### config.mk
export PLATFORM = sky130hd
export DESIGN_NAME = mdio_mgmt_ctrl
export DESIGN_NICKNAME = d
export VERILOG_FILES = /design/src/rtl/mdio_mgmt_pkg.sv /design/src/rtl/mdio_mdc_gen.sv /design/src/rtl/mdio_frame_engine.sv /design/src/rtl/mdio_mgmt_ctrl.sv
export SDC_FILE = /design/constraint.sdc
export NUM_CORES = 1
export LEC_CHECK = 0
export BUFFER_PORTS_ARGS = -buffer_cell sky130_fd_sc_hd__buf_4
export CORE_MARGIN = 4
export CORE_UTILIZATION = 50
export DETAILED_ROUTE_END_ITERATION = 10
export PLACE_DENSITY_LB_ADDON = 0.25
export SYNTH_ARGS = -nofsm -noshare
export SYNTH_HDL_FRONTEND = slang
export SYNTH_SLANG_ARGS = --single-unit
### constraint.sdc
create_clock -name clk -period 2.8 [get_ports clk]
set_input_delay 0.28 -clock clk [delete_from_list [all_inputs] [get_ports clk]]
set_output_delay 0.28 -clock clk [all_outputs]
set_load 0.01 [all_outputs]
### src/rtl/mdio_mgmt_pkg.sv
package mdio_mgmt_pkg;
    localparam int CTRL_OFS   = 'h14;
    localparam int DATA_OFS   = 'h18;
    localparam int BUSY_BIT   = 0;
    localparam int DIR_BIT    = 1;
    localparam int REG_LSB    = 6;
    localparam int PHY_LSB    = 11;
    localparam int FIELD_W    = 5;
    localparam int WORD_W     = 16;
    localparam int FRAME_BITS = 64;
    localparam int TA_POS     = 46;
    localparam int DATA_POS   = 48;
    localparam int IDX_W      = $clog2(FRAME_BITS);

    typedef struct packed {
        logic                  busy;
        logic                  is_wr;
        logic [IDX_W-1:0]      idx;
        logic [FRAME_BITS-1:0] tx_sh;
        logic [WORD_W-1:0]     rx_sh;
    } eng_s;

    typedef struct packed {
        logic               is_wr;
        logic [FIELD_W-1:0] phy;
        logic [FIELD_W-1:0] regno;
        logic [WORD_W-1:0]  data;
    } regs_s;
endpackage

### src/rtl/mdio_mdc_gen.sv
module mdio_mdc_gen #(
    parameter int HALF_CYCLES = 4
) (
    input  logic clk,
    input  logic rst_n,
    input  logic run,
    output logic mdc,
    output logic rise_stb,
    output logic fall_stb
);
    localparam int CW = (HALF_CYCLES > 1) ? $clog2(HALF_CYCLES) : 1;
    localparam logic [CW-1:0] LAST = CW'(HALF_CYCLES - 1);

    typedef struct packed {
        logic          mdc;
        logic [CW-1:0] cnt;
    } gen_s;

    gen_s st_d, st_q;

    always_comb begin
        st_d     = st_q;
        rise_stb = 1'b0;
        fall_stb = 1'b0;
        if (!run) begin
            st_d.mdc = 1'b0;
            st_d.cnt = '0;
        end else if (st_q.cnt == LAST) begin
            st_d.cnt = '0;
            st_d.mdc = ~st_q.mdc;
            rise_stb = ~st_q.mdc;
            fall_stb = st_q.mdc;
        end else begin
            st_d.cnt = st_q.cnt + 1'b1;
        end
    end

    always_ff @(posedge clk) begin
        if (!rst_n) st_q <= '0;
        else        st_q <= st_d;
    end

    assign mdc = st_q.mdc;
endmodule

### src/rtl/mdio_frame_engine.sv
module mdio_frame_engine
    import mdio_mgmt_pkg::*;
(
    input  logic               clk,
    input  logic               rst_n,
    input  logic               start,
    input  logic               start_wr,
    input  logic [FIELD_W-1:0] start_phy,
    input  logic [FIELD_W-1:0] start_reg,
    input  logic [WORD_W-1:0]  start_data,
    input  logic               rise_stb,
    input  logic               fall_stb,
    input  logic               mdio_in,
    output logic               busy,
    output logic               mdio_out,
    output logic               mdio_oe,
    output logic               done,
    output logic [WORD_W-1:0]  rd_data
);
    localparam logic [IDX_W-1:0] LAST_IDX = IDX_W'(FRAME_BITS - 1);
    localparam logic [IDX_W-1:0] TA_IDX   = IDX_W'(TA_POS);
    localparam logic [IDX_W-1:0] DAT_IDX  = IDX_W'(DATA_POS);

    eng_s st_d, st_q;

    always_comb begin
        st_d = st_q;
        done = 1'b0;
        if (start && !st_q.busy) begin
            st_d.busy  = 1'b1;
            st_d.is_wr = start_wr;
            st_d.idx   = '0;
            st_d.tx_sh = {32'hFFFF_FFFF, 2'b01,
                          start_wr ? 2'b01 : 2'b10,
                          start_phy, start_reg,
                          start_wr ? 2'b10 : 2'b11,
                          start_wr ? start_data : 16'hFFFF};
        end else if (st_q.busy) begin
            if (rise_stb && !st_q.is_wr && st_q.idx >= DAT_IDX)
                st_d.rx_sh = {st_q.rx_sh[WORD_W-2:0], mdio_in};
            if (fall_stb) begin
                if (st_q.idx == LAST_IDX) begin
                    st_d.busy = 1'b0;
                    done      = 1'b1;
                end else begin
                    st_d.idx   = st_q.idx + 1'b1;
                    st_d.tx_sh = {st_q.tx_sh[FRAME_BITS-2:0], 1'b1};
                end
            end
        end
    end

    always_ff @(posedge clk) begin
        if (!rst_n) st_q <= '0;
        else        st_q <= st_d;
    end

    assign busy     = st_q.busy;
    assign mdio_out = st_q.busy ? st_q.tx_sh[FRAME_BITS-1] : 1'b1;
    assign mdio_oe  = st_q.busy && (st_q.is_wr || st_q.idx < TA_IDX);
    assign rd_data  = st_d.rx_sh;
endmodule

### src/rtl/mdio_mgmt_ctrl.sv
module mdio_mgmt_ctrl
    import mdio_mgmt_pkg::*;
#(
    parameter int ADDR_W      = 8,
    parameter int HALF_CYCLES = 4
) (
    input  logic              clk,
    input  logic              rst_n,
    input  logic [ADDR_W-1:0] reg_addr,
    input  logic              reg_we,
    input  logic [31:0]       reg_wdata,
    output logic [31:0]       reg_rdata,
    output logic              mdc,
    output logic              mdio_oe,
    output logic              mdio_out,
    input  logic              mdio_in
);
    localparam logic [ADDR_W-1:0] CTRL_A = ADDR_W'(CTRL_OFS);
    localparam logic [ADDR_W-1:0] DATA_A = ADDR_W'(DATA_OFS);

    regs_s             regs_d, regs_q;
    logic              busy_w, done_w, rise_w, fall_w, start_w;
    logic              ctrl_hit, data_hit;
    logic [WORD_W-1:0] rd_w;
    logic [31:0]       ctrl_word;
    logic              unused_hi;

    assign unused_hi = ^reg_wdata[31:16];
    assign ctrl_hit  = (reg_addr == CTRL_A);
    assign data_hit  = (reg_addr == DATA_A);
    assign start_w   = reg_we && ctrl_hit && !busy_w;

    always_comb begin
        regs_d = regs_q;
        if (start_w) begin
            regs_d.is_wr = reg_wdata[DIR_BIT];
            regs_d.regno = reg_wdata[REG_LSB +: FIELD_W];
            regs_d.phy   = reg_wdata[PHY_LSB +: FIELD_W];
        end
        if (reg_we && data_hit && !busy_w)
            regs_d.data = reg_wdata[WORD_W-1:0];
        if (done_w && !regs_q.is_wr)
            regs_d.data = rd_w;
    end

    always_ff @(posedge clk) begin
        if (!rst_n) regs_q <= '0;
        else        regs_q <= regs_d;
    end

    always_comb begin
        ctrl_word = '0;
        ctrl_word[BUSY_BIT]                = busy_w;
        ctrl_word[DIR_BIT]                 = regs_q.is_wr;
        ctrl_word[REG_LSB +: FIELD_W]      = regs_q.regno;
        ctrl_word[PHY_LSB +: FIELD_W]      = regs_q.phy;
    end

    always_comb begin
        reg_rdata = '0;
        if (ctrl_hit)      reg_rdata = ctrl_word;
        else if (data_hit) reg_rdata = {16'h0000, regs_q.data};
    end

    mdio_mdc_gen #(.HALF_CYCLES(HALF_CYCLES)) u_gen (
        .clk      (clk),
        .rst_n    (rst_n),
        .run      (busy_w),
        .mdc      (mdc),
        .rise_stb (rise_w),
        .fall_stb (fall_w)
    );

    mdio_frame_engine u_eng (
        .clk        (clk),
        .rst_n      (rst_n),
        .start      (start_w),
        .start_wr   (reg_wdata[DIR_BIT]),
        .start_phy  (reg_wdata[PHY_LSB +: FIELD_W]),
        .start_reg  (reg_wdata[REG_LSB +: FIELD_W]),
        .start_data (regs_q.data),
        .rise_stb   (rise_w),
        .fall_stb   (fall_w),
        .mdio_in    (mdio_in),
        .busy       (busy_w),
        .mdio_out   (mdio_out),
        .mdio_oe    (mdio_oe),
        .done       (done_w),
        .rd_data    (rd_w)
    );
endmodule

# Word-level counts from Yosys, hierarchy flattened

Cells that the tools add are included.

Input bits: 44
Register bits after elaboration: 118
Output and inout bits: 35

Muxes and demuxes: 26
Bitwise operators: 4
Order comparisons: 2
Reduce and logical (&&, ||, !) cells: 21
$add $sub $neg: 2
Equal/unequal tests: 5

Operators with widths:

| kind                                                             | count |
|---|---|
| 64-bit two-way mux                                               | 3 |
| 16-bit two-way mux                                               | 7 |
| 80-bit two-way mux                                               | 1 |
| 8-bit by 5-bit == test with 1-bit output (second input constant) | 2 |
| 1-bit two-way mux                                                | 14 |
| 1-bit logical AND                                                | 9 |
| 6-bit by 1-bit adder with 6-bit output (second input constant)   | 1 |
| 6-bit == test (second input constant)                            | 1 |
| 6-bit >= comparator (second input constant)                      | 1 |
| 6-bit less-than comparator (second input constant)               | 1 |
| 3-bit AND reduction                                              | 2 |
| 2-bit nonzero test                                               | 3 |
| 1-bit inverter                                                   | 4 |
| 1-bit zero test                                                  | 3 |
| 3-bit OR reduction                                               | 1 |
| 2-bit by 1-bit adder with 2-bit output (second input constant)   | 1 |
| 2-bit == test (second input constant)                            | 1 |
| 2-bit two-way mux                                                | 1 |
| 2-bit by 1-bit != test with 1-bit output (second input constant) | 1 |
| 2-bit AND reduction                                              | 1 |
| 2-bit OR reduction                                               | 1 |
| 1-bit logical OR                                                 | 1 |

# Logic depth before layout (Yosys ltp)

Gate-level depths: netlist of the first run.

Depth in word-level cells: 9
Gate-level depth with buffers: 8
Depth with buffers taken out: 5

# Modules after synthesis

From an unflattened synthesis of the first run, not the netlist that was laid out.

Cell total of the unflattened synthesis: 668
Area, all modules: 5713.0 sq um

Modules (own cells, without submodules):

| module            | instances | seq. area each (sq um) | area an instance (sq um) | cells an instance |
|---|---|---|---|---|
| mdio_frame_engine | 1         | 1761.7                 | 4156.5                   | 493 |
| mdio_mgmt_ctrl    | 1         | 540.5                  | 1440.1                   | 163 |
| mdio_mdc_gen      | 1         | 60.1                   | 116.4                    | 12 |

# Least setup slack after synthesis of the first run

Ideal clock, no wire load.

Path type: reg2reg
Start: register u_eng.st_q[80] (netlist name)
End: register regs_q[11]
Setup slack: 1.004 ns
Setup time: 0.134 ns
Required time: 2.666 ns
Clock period less this slack: 1.796 ns
Buffers on the path: 2
Data arrival time: 1.662 ns
Cell stages (with the launch flop): 8
Cell sequence: dfxtp_1 -> ha_1 -> inv_1 -> or4_1 -> buf_2 -> buf_6 -> a211oi_1 -> a211oi_1

Longest elaborated chain between the ends: 7

Ends and longest elaborated chain:

| item                                                        | line                    | text |
|---|---|---|
| start: declaration                                          | mdio_frame_engine.sv:24 | `eng_s st_d, st_q;` |
| start signal: assignment                                    | mdio_frame_engine.sv:55 | `else st_q <= st_d;` |
| branches (longest 7 deep; another with 6-bit >= comparator) | n/a                     |  |
| end signal: assignment                                      | mdio_mgmt_ctrl.sv:48    | `else regs_q <= regs_d;` |
| end: declaration                                            | mdio_mgmt_ctrl.sv:21    | `regs_s regs_d, regs_q;` |

Several ways; the timed one is not identified. The select of a mux whose other input is x is not followed.
A chain may end at the register's enable or synchronous reset.

# Worst setup path after layout of the first run

Start: register u_eng.st_q[81] (netlist name)
End: register regs_q[1]

Same word-level chain as after synthesis.

==> results of run 1 <==
through the flow:
stage                     setup WS [ns]  hold WS (ns)
after floorplan                    1.00         0.404
after global placement            0.534         0.415
after detailed placement          0.484         0.431
after CTS                         0.479        0.0352
after global routing              0.304        0.0454
final                             0.480        0.0574
worst min-delay path: stages:
cell and delay (ns):
buf_4 0.11, nand2_1 0.07, a21oi_1 0.06
registers in the layout, summed over array words and instances, names as in the netlist:
register	cells
ctrl_word	11
regs_q	16
u_eng.busy	1
u_eng.st_q	86
u_gen.mdc	1
u_gen.st_q	2
routing by layer:
metal	GRT usage [%]	up-vias
met3	6.87	17
met2	33.3	93
li1	-	1975
met5	0	-
met1	24.9	1893
met4	7.30	0
layout by cell type (no fill, tap or decap), drive strengths merged:
cell / synthesis / layout
o21ai: 9 / 9
nand2: 64 / 64
and2: 2 / 2
a31oi: 14 / 14
a211oi: 17 / 17
inv: 11 / 11
nand3: 18 / 18
buf: 37 / 57
a22o: 12 / 12
o22ai: 8 / 8
o32ai: 15 / 15
clkinv: 0 / 6
and4: 1 / 1
bufinv: 0 / 2
nor3b: 16 / 16
nor2b: 2 / 2
nor4b: 3 / 3
mux2i: 17 / 17
nand4: 2 / 2
conb: 1 / 16
nor2: 13 / 13
clkinvlp: 0 / 5
xor2: 1 / 1
dfxtp: 117 / 117
o221a: 34 / 34
clkbuf: 26 / 18
ha: 2 / 2
a21oi: 39 / 39
a21boi: 8 / 8
xnor2: 5 / 5
and3: 21 / 21
nand2b: 2 / 2
nor3: 2 / 2
a21o: 1 / 1
or4: 2 / 2
o31a: 1 / 1
a2111oi: 1 / 1
and4b: 1 / 1
where the power goes:
part | internal, W | switching, W
clock network | 0.00128 | 0.000747
registers | 0.00167 | 0.00000143
logic | 0.0000370 | 0.0000585
total | 0.00298 | 0.000807
area by class of cell:
cell class              count  area (um2)
clock buffers              18         428
clock inverters            13         135
fillers                   884        3920
inverters                  11        41.3
multi-input cells         349        2310
flip-flops and latches    117        2340
well taps                 133         166
repair buffers             57         428
final timing paths:
| path | startpoint | end | slack (ns) |
|---|---|---|---|
| worst max register to register | u_eng.st_q[81]$_SDFFE_PP0P_ | regs_q[1]$_SDFFE_PN0P_ | 0.48 |
| worst max-delay path | u_eng.st_q[81]$_SDFFE_PP0P_ | regs_q[1]$_SDFFE_PN0P_ | 0.48 |
| worst min register to register | u_gen.st_q[0]$_SDFF_PP0_ | u_gen.st_q[0]$_SDFF_PP0_ | 0.43 |
| worst min-delay path | reg_wdata[12] | ctrl_word[12]$_SDFFE_PN0P_ | 0.06 |
cells by family after synthesis:
family                     count (synthesis)  share of synthesized area [%]
AOI/OAI and AO/OA                        159                           24.1
and+or+nand+nor                          149                           15.8
DFF                                      117                           46.7
buffers and inverters                     74                           8.29
muxes                                     17                           3.39
xor gates and xnor gates                   6                           1.05
adders and majority gates                  2                          0.499
other                                      1                         0.0748
==> impl_metrics.ini, run 1 <==
[status]
status = completed

[power]
ir_drop_uv = 408
power_density_mw_per_mm2 = 647
leakage_nw = 2.35
finalPower_w = 0.00379

[drt]
met3_length_um = 499
final_antenna_net_count = 0
drc = 0
drt_iter0_markers = 273
wl_per_cell_um = 16.2
drtPass1Iterations = 4
routed_wl_um = 11300
wl_met1_um = 5090
dr.max_layer_used = met4
num_vias = 3978
vias_per_cell = 5.70
met2_length_um = 5490

[finish]
n_antenna_cell = 0
final_nets = 599
final_cells = 698
final_util_pct = 59.9
design_area_mm2 = 0.00586
areaGrowthSynthToFinish_pct = 16.8
drive_gt1_share_pct = 23.0

[timing]
rsz0062_at_grt = false
fin_crit_sh_pct = 82.8
drv_slew = 0
setup_viol = 0
tns_ns = 0
finalHoldViolCount = 0
min_period_ns = 2.32
fin_worst_skew_ns = 0.00587
worst_slew_pin_slew_ns = 0.934
fmax_mhz = 431
relSlewSlack_pct = 37.6

[worst_setup_path]
worstPathMaxFanout = 21
criticalPathCategory = reg -> reg
cp_num_buf_inv = 1
end_kind = register
crit_family = simple AND/OR/NAND/NOR gates
path_cells = ha_1 > inv_1 > or4_1 > nand2_1 > o22ai_1
cp-start-kind = register
worst_path_largest_cell_delay_ns = 0.87
cp.required_ns = 3.16
crit_arrival_ns = 2.68
cp.depth = 5
cp_slowest_cell = or4_1
reg2reg_depth = 5

[floorplanning]
fp.dieH_um = 108
pin_count = 79
initial_core_util_pct = 51.3
coreArea_mm2 = 0.00977
fp.dieArea_mm2 = 0.0117
rows = 36
fp.dieW_um = 108

[clocking]
numCtsBuffers = 17
cts_setup_buffers = 0
clockBufferDepth = 2
clk_latency_ns = 0.51
cts_hold_buf = 0
cts_max_level = 4
cts.sinks = 117
cts-resized-gates = 0
cts_tree = built
clkSlewWorstSetupHoldPaths_ns = 0.06
root_buffer = clkbuf_8

[placed_design]
io_buffers = 46
dp.cells = 667
place.gp.congestion = 0.772
place_area_mm2 = 0.00529
hpwl_um = 7330

[global_routing]
grt_use_total_pct = 20.3
grt_overflow_total = 0
grt_pass1_wl_um = 18800
antenna_found_initial = 0
grt_start_max_net_pins = 56
first_global_vias = 3875

[synth]
synth_ff_type = dfxtp_1
synth-seq-cells = 117
yosysMostFrequentCell = dfxtp_1
avgSynthCellArea_um2 = 9.55
yosysTopAreaCell = dfxtp_1
yosysTopAreaCellShare_pct = 46.7
yosysSeqAreaShare_pct = 46.7
synth_cell_types = 43
synth_edf_count = 0
ys_warn_count = 0
syn_inst = 525
yosys-top-cells-count = dfxtp_1 (117), nand2_1 (64), a21oi_1 (39), o221a_2 (34), clkbuf_1 (25)
ys_async_sr_fraction_pct = 0
syn_area_mm2 = 0.00501
ys_top_cells_by_area = dfxtp_1 (47%), o221a_2 (7.6%), nand2_1 (4.8%)

[min_path]
worstHoldPathType = in -> reg
holdPathStages = 3

[run]
cap_violations = 0
No activity file was read; power rests on OpenSTA's default activity.
==> run 2: changes to the inputs <==
--- a/config.mk
+++ b/config.mk
@@ -5,6 +5,7 @@
 export SDC_FILE = /design/constraint.sdc
 export NUM_CORES = 1
 export LEC_CHECK = 0
+export ABC_AREA = 1
 export BUFFER_PORTS_ARGS = -buffer_cell sky130_fd_sc_hd__buf_4
 export CORE_MARGIN = 4
 export CORE_UTILIZATION = 50
==> constraint.sdc (replaced) <==
create_clock -name clk -period 2.32 [get_ports clk]
set_input_delay 0.232 -clock clk [delete_from_list [all_inputs] [get_ports clk]]
set_output_delay 0.232 -clock clk [all_outputs]
set_load 0.01 [all_outputs]
==> run 2 against run 1 <==
Cell count up 39%. Synthesized cell count is 50% higher. Worst setup slack got worse by 0.24 ns. Sequential power is 21% higher. Largest cell class is now multi-input gates. Area after synthesis rose by 16%. Largest power group unchanged. Clock skew grew 0.00051 ns. Count of clock-buffer cells in the layout increased by 5.
==> impl_metrics.ini, run 2 <==
[floorplanning]
fp.dieArea_mm2 = 0.0134
initial_core_util_pct = 51.0
coreArea_mm2 = 0.0114
fp.dieH_um = 116
pin_count = 79
rows = 39
fp.dieW_um = 116

[clocking]
cts_setup_buffers = 0
cts.sinks = 117
clockBufferDepth = 2
root_buffer = clkbuf_16
numCtsBuffers = 17
cts-resized-gates = 0
cts_max_level = 4
cts_hold_buf = 0
cts_tree = built
clkSlewWorstSetupHoldPaths_ns = 0.05
clk_latency_ns = 0.41

[synth]
synth_edf_count = 0
synth_ff_type = dfxtp_1
ys_warn_count = 0
syn_inst = 790
yosys-top-cells-count = nand2_1 (174), inv_1 (123), dfxtp_1 (117), nand3_1 (98), or2_1 (31)
ys_async_sr_fraction_pct = 0
ys_top_cells_by_area = dfxtp_1 (40%), nand2_1 (11%), nand3_1 (8.5%)
synth_cell_types = 41
yosysTopAreaCell = dfxtp_1
synth-seq-cells = 117
yosysMostFrequentCell = nand2_1
avgSynthCellArea_um2 = 7.34
syn_area_mm2 = 0.00580
yosysTopAreaCellShare_pct = 40.4
yosysSeqAreaShare_pct = 40.4

[worst_setup_path]
path_common_cell = buf_4
cp.required_ns = 2.09
worst_path_largest_cell_delay_ns = 0.44
cp-start-kind = input port
worstPathMaxFanout = 15
cp_slowest_cell = o22ai_1
criticalPathCategory = in -> out
crit_arrival_ns = 1.85
path_cells = buf_4 > nor2_1 > inv_1 > nor2_4 > nand2_1 > o22ai_1 > buf_4
end_kind = primary output

[finish]
design_area_mm2 = 0.00666
areaGrowthSynthToFinish_pct = 14.8
regArea_mm2 = 0.00234
final_nets = 862
fillers = 1020
final_cell_mix = nand2_1 (174), inv_1 (123), dfxtp_1 (117)
largest_reg_flops = 86
top_register = u_eng.st_q
final_common_cell = nand2_1
n_antenna_cell = 0
drive_gt1_share_pct = 13.6
multi_input_area_mm2 = 0.00257
final_cells = 972

[placed_design]
post-place-ws_ns = 0.284
hpwl_um = 9140
io_buffers = 46
dp.cells = 940
place.gp.congestion = 0.868
place_area_mm2 = 0.00604

[power]
p_sw_w = 0.000989
p_int_w = 0.00391
ir_drop_uv = 393
sw_frac_of_total_pct = 20.2
clockPowerShare_pct = 55.8
combPwrFrac_pct = 3.1
leakage_nw = 3.28
seqPwrFrac_pct = 41.1
power_density_mw_per_mm2 = 736

[min_path]
worstHoldPathType = in -> reg

[drt]
drc = 0
routed_wl_um = 13500
num_vias = 5161
vias_per_cell = 5.31
drtPass1Iterations = 5
wl_per_cell_um = 13.9
final_antenna_net_count = 0
drt_iter0_markers = 327

[timing]
fin_worst_skew_ns = 0.00638
relSlewSlack_pct = 60.1
setup_viol = 0
worst_slew_pin_slew_ns = 0.598
rsz0062_at_grt = false
fin_crit_sh_pct = 89.8
finalHoldViolCount = 0
setup_ws_ns = 0.236
fmax_mhz = 480
min_period_ns = 2.08
tns_ns = 0
drv_slew = 0

[global_routing]
grt_use_total_pct = 20.9
grt_pass1_wl_um = 22500
grt_start_max_net_pins = 66
antenna_found_initial = 0
first_global_vias = 4764
grt_overflow_total = 0

[run]
cap_violations = 0

[status]
status = completed
-- run 2: cell count changes after synthesis, sizes merged, moves of 18 or more --
cell    change
inv       +117
nand2     +115
nand3      +85
o221a      -34
or2        +32
o211ai     +30
nand4      +22
and3       -21
a21oi      -18
-- run 2: final timing paths --
| check | from | slack (ns) | depth (start not counted) | end |
|---|---|---|---|---|
| worst max-delay path | reg_addr[7] | 0.24 | 7 | reg_rdata[14] |
| worst min-delay path | reg_wdata[8] | 0.10 | 3 | ctrl_word[8]$_SDFFE_PN0P_ |
| worst max register to register | u_eng.st_q[80]$_SDFFE_PP0P_ | 0.29 | 8 | u_eng.st_q[66]$_SDFFE_PN0P_ |
| worst min register to register | u_gen.st_q[0]$_SDFF_PP0_ | 0.44 | 1 | u_gen.st_q[0]$_SDFF_PP0_ |
-- run 2: cell families (layout without fill, tap and decap cells) --
family,after synthesis,count (layout),synth area share (%)
xor gates and xnor gates,1,1,0.151
AOI/OAI and AO/OA,96,96,10.6
DFF,117,117,40.4
and+or+nand+nor,374,374,32.1
other,1,16,0.0647
adders and majority gates,2,2,0.432
buffers and inverters,199,223,16.3
-- run 2: metal layers --
| layer | up-vias | routed length, um | global-route usage, % |
|---|---|---|---|
| met4 | 0 | 342 | 8.74 |
| met2 | 189 | 6250 | 32.5 |
| met3 | 31 | 1000 | 6.01 |
| met1 | 2388 | 5930 | 27.4 |
| li1 | 2553 | - | - |
| met5 | - | 0 | 0 |
-- run 2: power groups by stage --
stage          Combinational [W]  Clock (W)  Sequential (W)
2_1_floorplan           0.000105          0         0.00206
3_3_place_gp            0.000144          0         0.00206
3_5_place_dp            0.000148          0         0.00206
4_1_cts                 0.000148    0.00276         0.00202
5_1_grt                 0.000163    0.00286         0.00201
6_report                0.000149    0.00274         0.00202
-- run 2: worst max-delay path: cells and delay by family --
| family | cells | cell delay [ns] |
|---|---|---|
| simple gates | 3 | 0.78 |
| compound gates | 1 | 0.44 |
| buf+inv | 3 | 0.38 |
-- run 2: layout make-up --
type                    count  area share (%)
clock buffers              23            7.03
clock inverters             9            2.26
inverters                 135            7.71
multi-input cells         489            38.6
flip-flops and latches    117            35.2
well taps                 143            2.69
repair buffers             56            6.50
-- run 2: per-stage QoR --
stage | power, W | utilization [%] | hold WS (ns)
after floorplan | 0.00216 | - | 0.386
after global placement | 0.00220 | 53.1 | 0.412
after detailed placement | 0.00221 | 53.1 | 0.438
after CTS | 0.00492 | 58.5 | 0.0997
after global routing | 0.00504 | 58.5 | 0.142
final | 0.00490 | 58.5 | 0.101
==> run 3: changes to the inputs <==
--- a/config.mk
+++ b/config.mk
@@ -9,8 +9,11 @@
 export BUFFER_PORTS_ARGS = -buffer_cell sky130_fd_sc_hd__buf_4
 export CORE_MARGIN = 4
 export CORE_UTILIZATION = 50
+export CTS_BUF_LIST = sky130_fd_sc_hd__clkbuf_4 sky130_fd_sc_hd__clkbuf_8
 export DETAILED_ROUTE_END_ITERATION = 10
+export GPL_ROUTABILITY_DRIVEN = 0
 export PLACE_DENSITY_LB_ADDON = 0.25
+export SKIP_LAST_GASP = 1
 export SYNTH_ARGS = -nofsm -noshare
 export SYNTH_HDL_FRONTEND = slang
 export SYNTH_SLANG_ARGS = --single-unit
==> run 3 against run 2 <==
Clock skew increased by 0.00082 ns. Cell area fell by 2.7%. Sequential share of layout area up 0.96 points. Hold slack lost 0.027 ns. Combinational power barely moved. First-iteration DRC count down 13%. Critical path depth is the same. Non-clock buffer count did not move. Utilization is 1.6 points lower. Sequential power hardly changed. Cell count unchanged. Worst setup slack got worse by 0.017 ns.
==> impl_metrics.ini, run 3 (synthesis gave the netlist of run 2 again) <==
[status]
status = completed

[timing]
setup_viol = 0
fin_crit_sh_pct = 90.6
worst_slew_pin_slew_ns = 0.589
finalHoldViolCount = 0
drv_slew = 0
relSlewSlack_pct = 60.6
fmax_mhz = 476
min_period_ns = 2.10
rsz0062_at_grt = false
fin_worst_skew_ns = 0.00720
tns_ns = 0

[worst_setup_path]
crit_start = reg_addr[7]
cp-start-kind = input port
end_kind = primary output
crit_arrival_ns = 1.87
r2r-start = u_eng.st_q[80]$_SDFFE_PP0P_
criticalPathCategory = in -> out
worstPathMaxFanout = 15
cp.required_ns = 2.09

[finish]
fillers = 1057
top_register = u_eng.st_q
areaGrowthSynthToFinish_pct = 11.8
n_antenna_cell = 0
final_cells = 972
largest_reg_flops = 86
final_nets = 862
final_cell_mix = nand2_1 (174), inv_1 (123), dfxtp_1 (117)
final_common_cell = nand2_1
drive_gt1_share_pct = 14.1
regArea_mm2 = 0.00234
multi_input_area_mm2 = 0.00257

[drt]
num_vias = 5145
routed_wl_um = 13400
wl_per_cell_um = 13.8
vias_per_cell = 5.29
final_antenna_net_count = 0
drt_iter0_markers = 283
drtPass1Iterations = 5
drc = 0

[clocking]
cts_tree = built
root_buffer = clkbuf_8
cts_max_level = 4
clkSlewWorstSetupHoldPaths_ns = 0.07
cts-resized-gates = 0
clk_latency_ns = 0.43
cts_setup_buffers = 0
clockBufferDepth = 2
cts_hold_buf = 0
numCtsBuffers = 17
cts.sinks = 117

[power]
clockPowerShare_pct = 48.9
combPwrFrac_pct = 3.5
seqPwrFrac_pct = 47.6
sw_frac_of_total_pct = 21.3
p_sw_w = 0.000900
power_density_mw_per_mm2 = 653
finalPower_w = 0.00423
p_int_w = 0.00333
ir_drop_uv = 341
leakage_nw = 3.20

[floorplanning]
fp.dieH_um = 116
fp.dieW_um = 116
fp.dieArea_mm2 = 0.0134
initial_core_util_pct = 51.0
pin_count = 79
rows = 39
coreArea_mm2 = 0.0114

[global_routing]
grt_overflow_total = 0
grt_pass1_wl_um = 22200
grt_start_max_net_pins = 66
grt_use_total_pct = 20.7
antenna_found_initial = 0
first_global_vias = 4721
use_met2_pct = 32.3
use_met1_pct = 27.6
grt.busiest_layer = met2
grt_util_met3_pct = 5.69

[run]
cap_violations = 0

[min_path]
min-delay-start = reg_wdata[8]
worstHoldPathType = in -> reg

[placed_design]
hpwl_um = 9140
io_buffers = 46
dp.cells = 940
[run 3: cell count changes in the layout (fill, tap and decap cells not counted)]
cell | before | now
clkbuf_4 | 0 | 4
clkbuf_1 | 4 | 0
clkbuf_16 | 17 | 0
clkbuf_8 | 2 | 19
[run 3: critical path, stage by stage]
cell and delay, ns:
buf_4 0.11, nor2_1 0.13, inv_1 0.08, nor2_4 0.23
nand2_1 0.42, o22ai_1 0.46, buf_4 0.20
[run 3: power groups by stage]
stage / Combinational (W) / Clock [W] / Sequential (W)
final: 0.000150 / 0.00207 / 0.00201
after global routing: 0.000164 / 0.00219 / 0.00201
after CTS: 0.000148 / 0.00209 / 0.00201
after detailed placement: 0.000148 / 0 / 0.00206
after global placement: 0.000144 / 0 / 0.00206
after floorplan: 0.000105 / 0 / 0.00206
[run 3: through the flow]
stage / hold slack, ns / instance area [um2] / worst slack, ns / util, %
after floorplan: 0.386 / 5850 / 0.722 / -
after global placement: 0.412 / 6040 / 0.363 / 53.1
after detailed placement: 0.438 / 6040 / 0.284 / 53.1
after CTS: 0.0652 / 6480 / 0.273 / 57.0
after global routing: 0.112 / 6480 / 0.0979 / 57.0
final: 0.0738 / 6480 / 0.219 / 57.0
[run 3: worst paths after layout]
check	to	slack [ns]	cells past startpoint
max	reg_rdata[14]	0.22	7
min	ctrl_word[8]$_SDFFE_PN0P_	0.07	3
max reg2reg	u_eng.st_q[66]$_SDFFE_PN0P_	0.27	8
min reg2reg	u_gen.st_q[0]$_SDFF_PP0_	0.44	1
[run 3: cell type report]
class,instances,area share (%)
Tap cell,143,2.76
Sequential cell,117,36.1
Multi-Input combinational cell,489,39.7
Inverter,135,7.92
Timing Repair Buffer,56,6.68
Clock inverter,9,2.32
Clock buffer,23,4.50
[run 3: per-layer routing]
metal	vias up	share of wire [%]	wire length (um)
li1	2559	-	-
met1	2378	44	5930
met2	181	46	6170
met4	0	2.1	278
met3	27	7.5	1010
met5	-	0	0
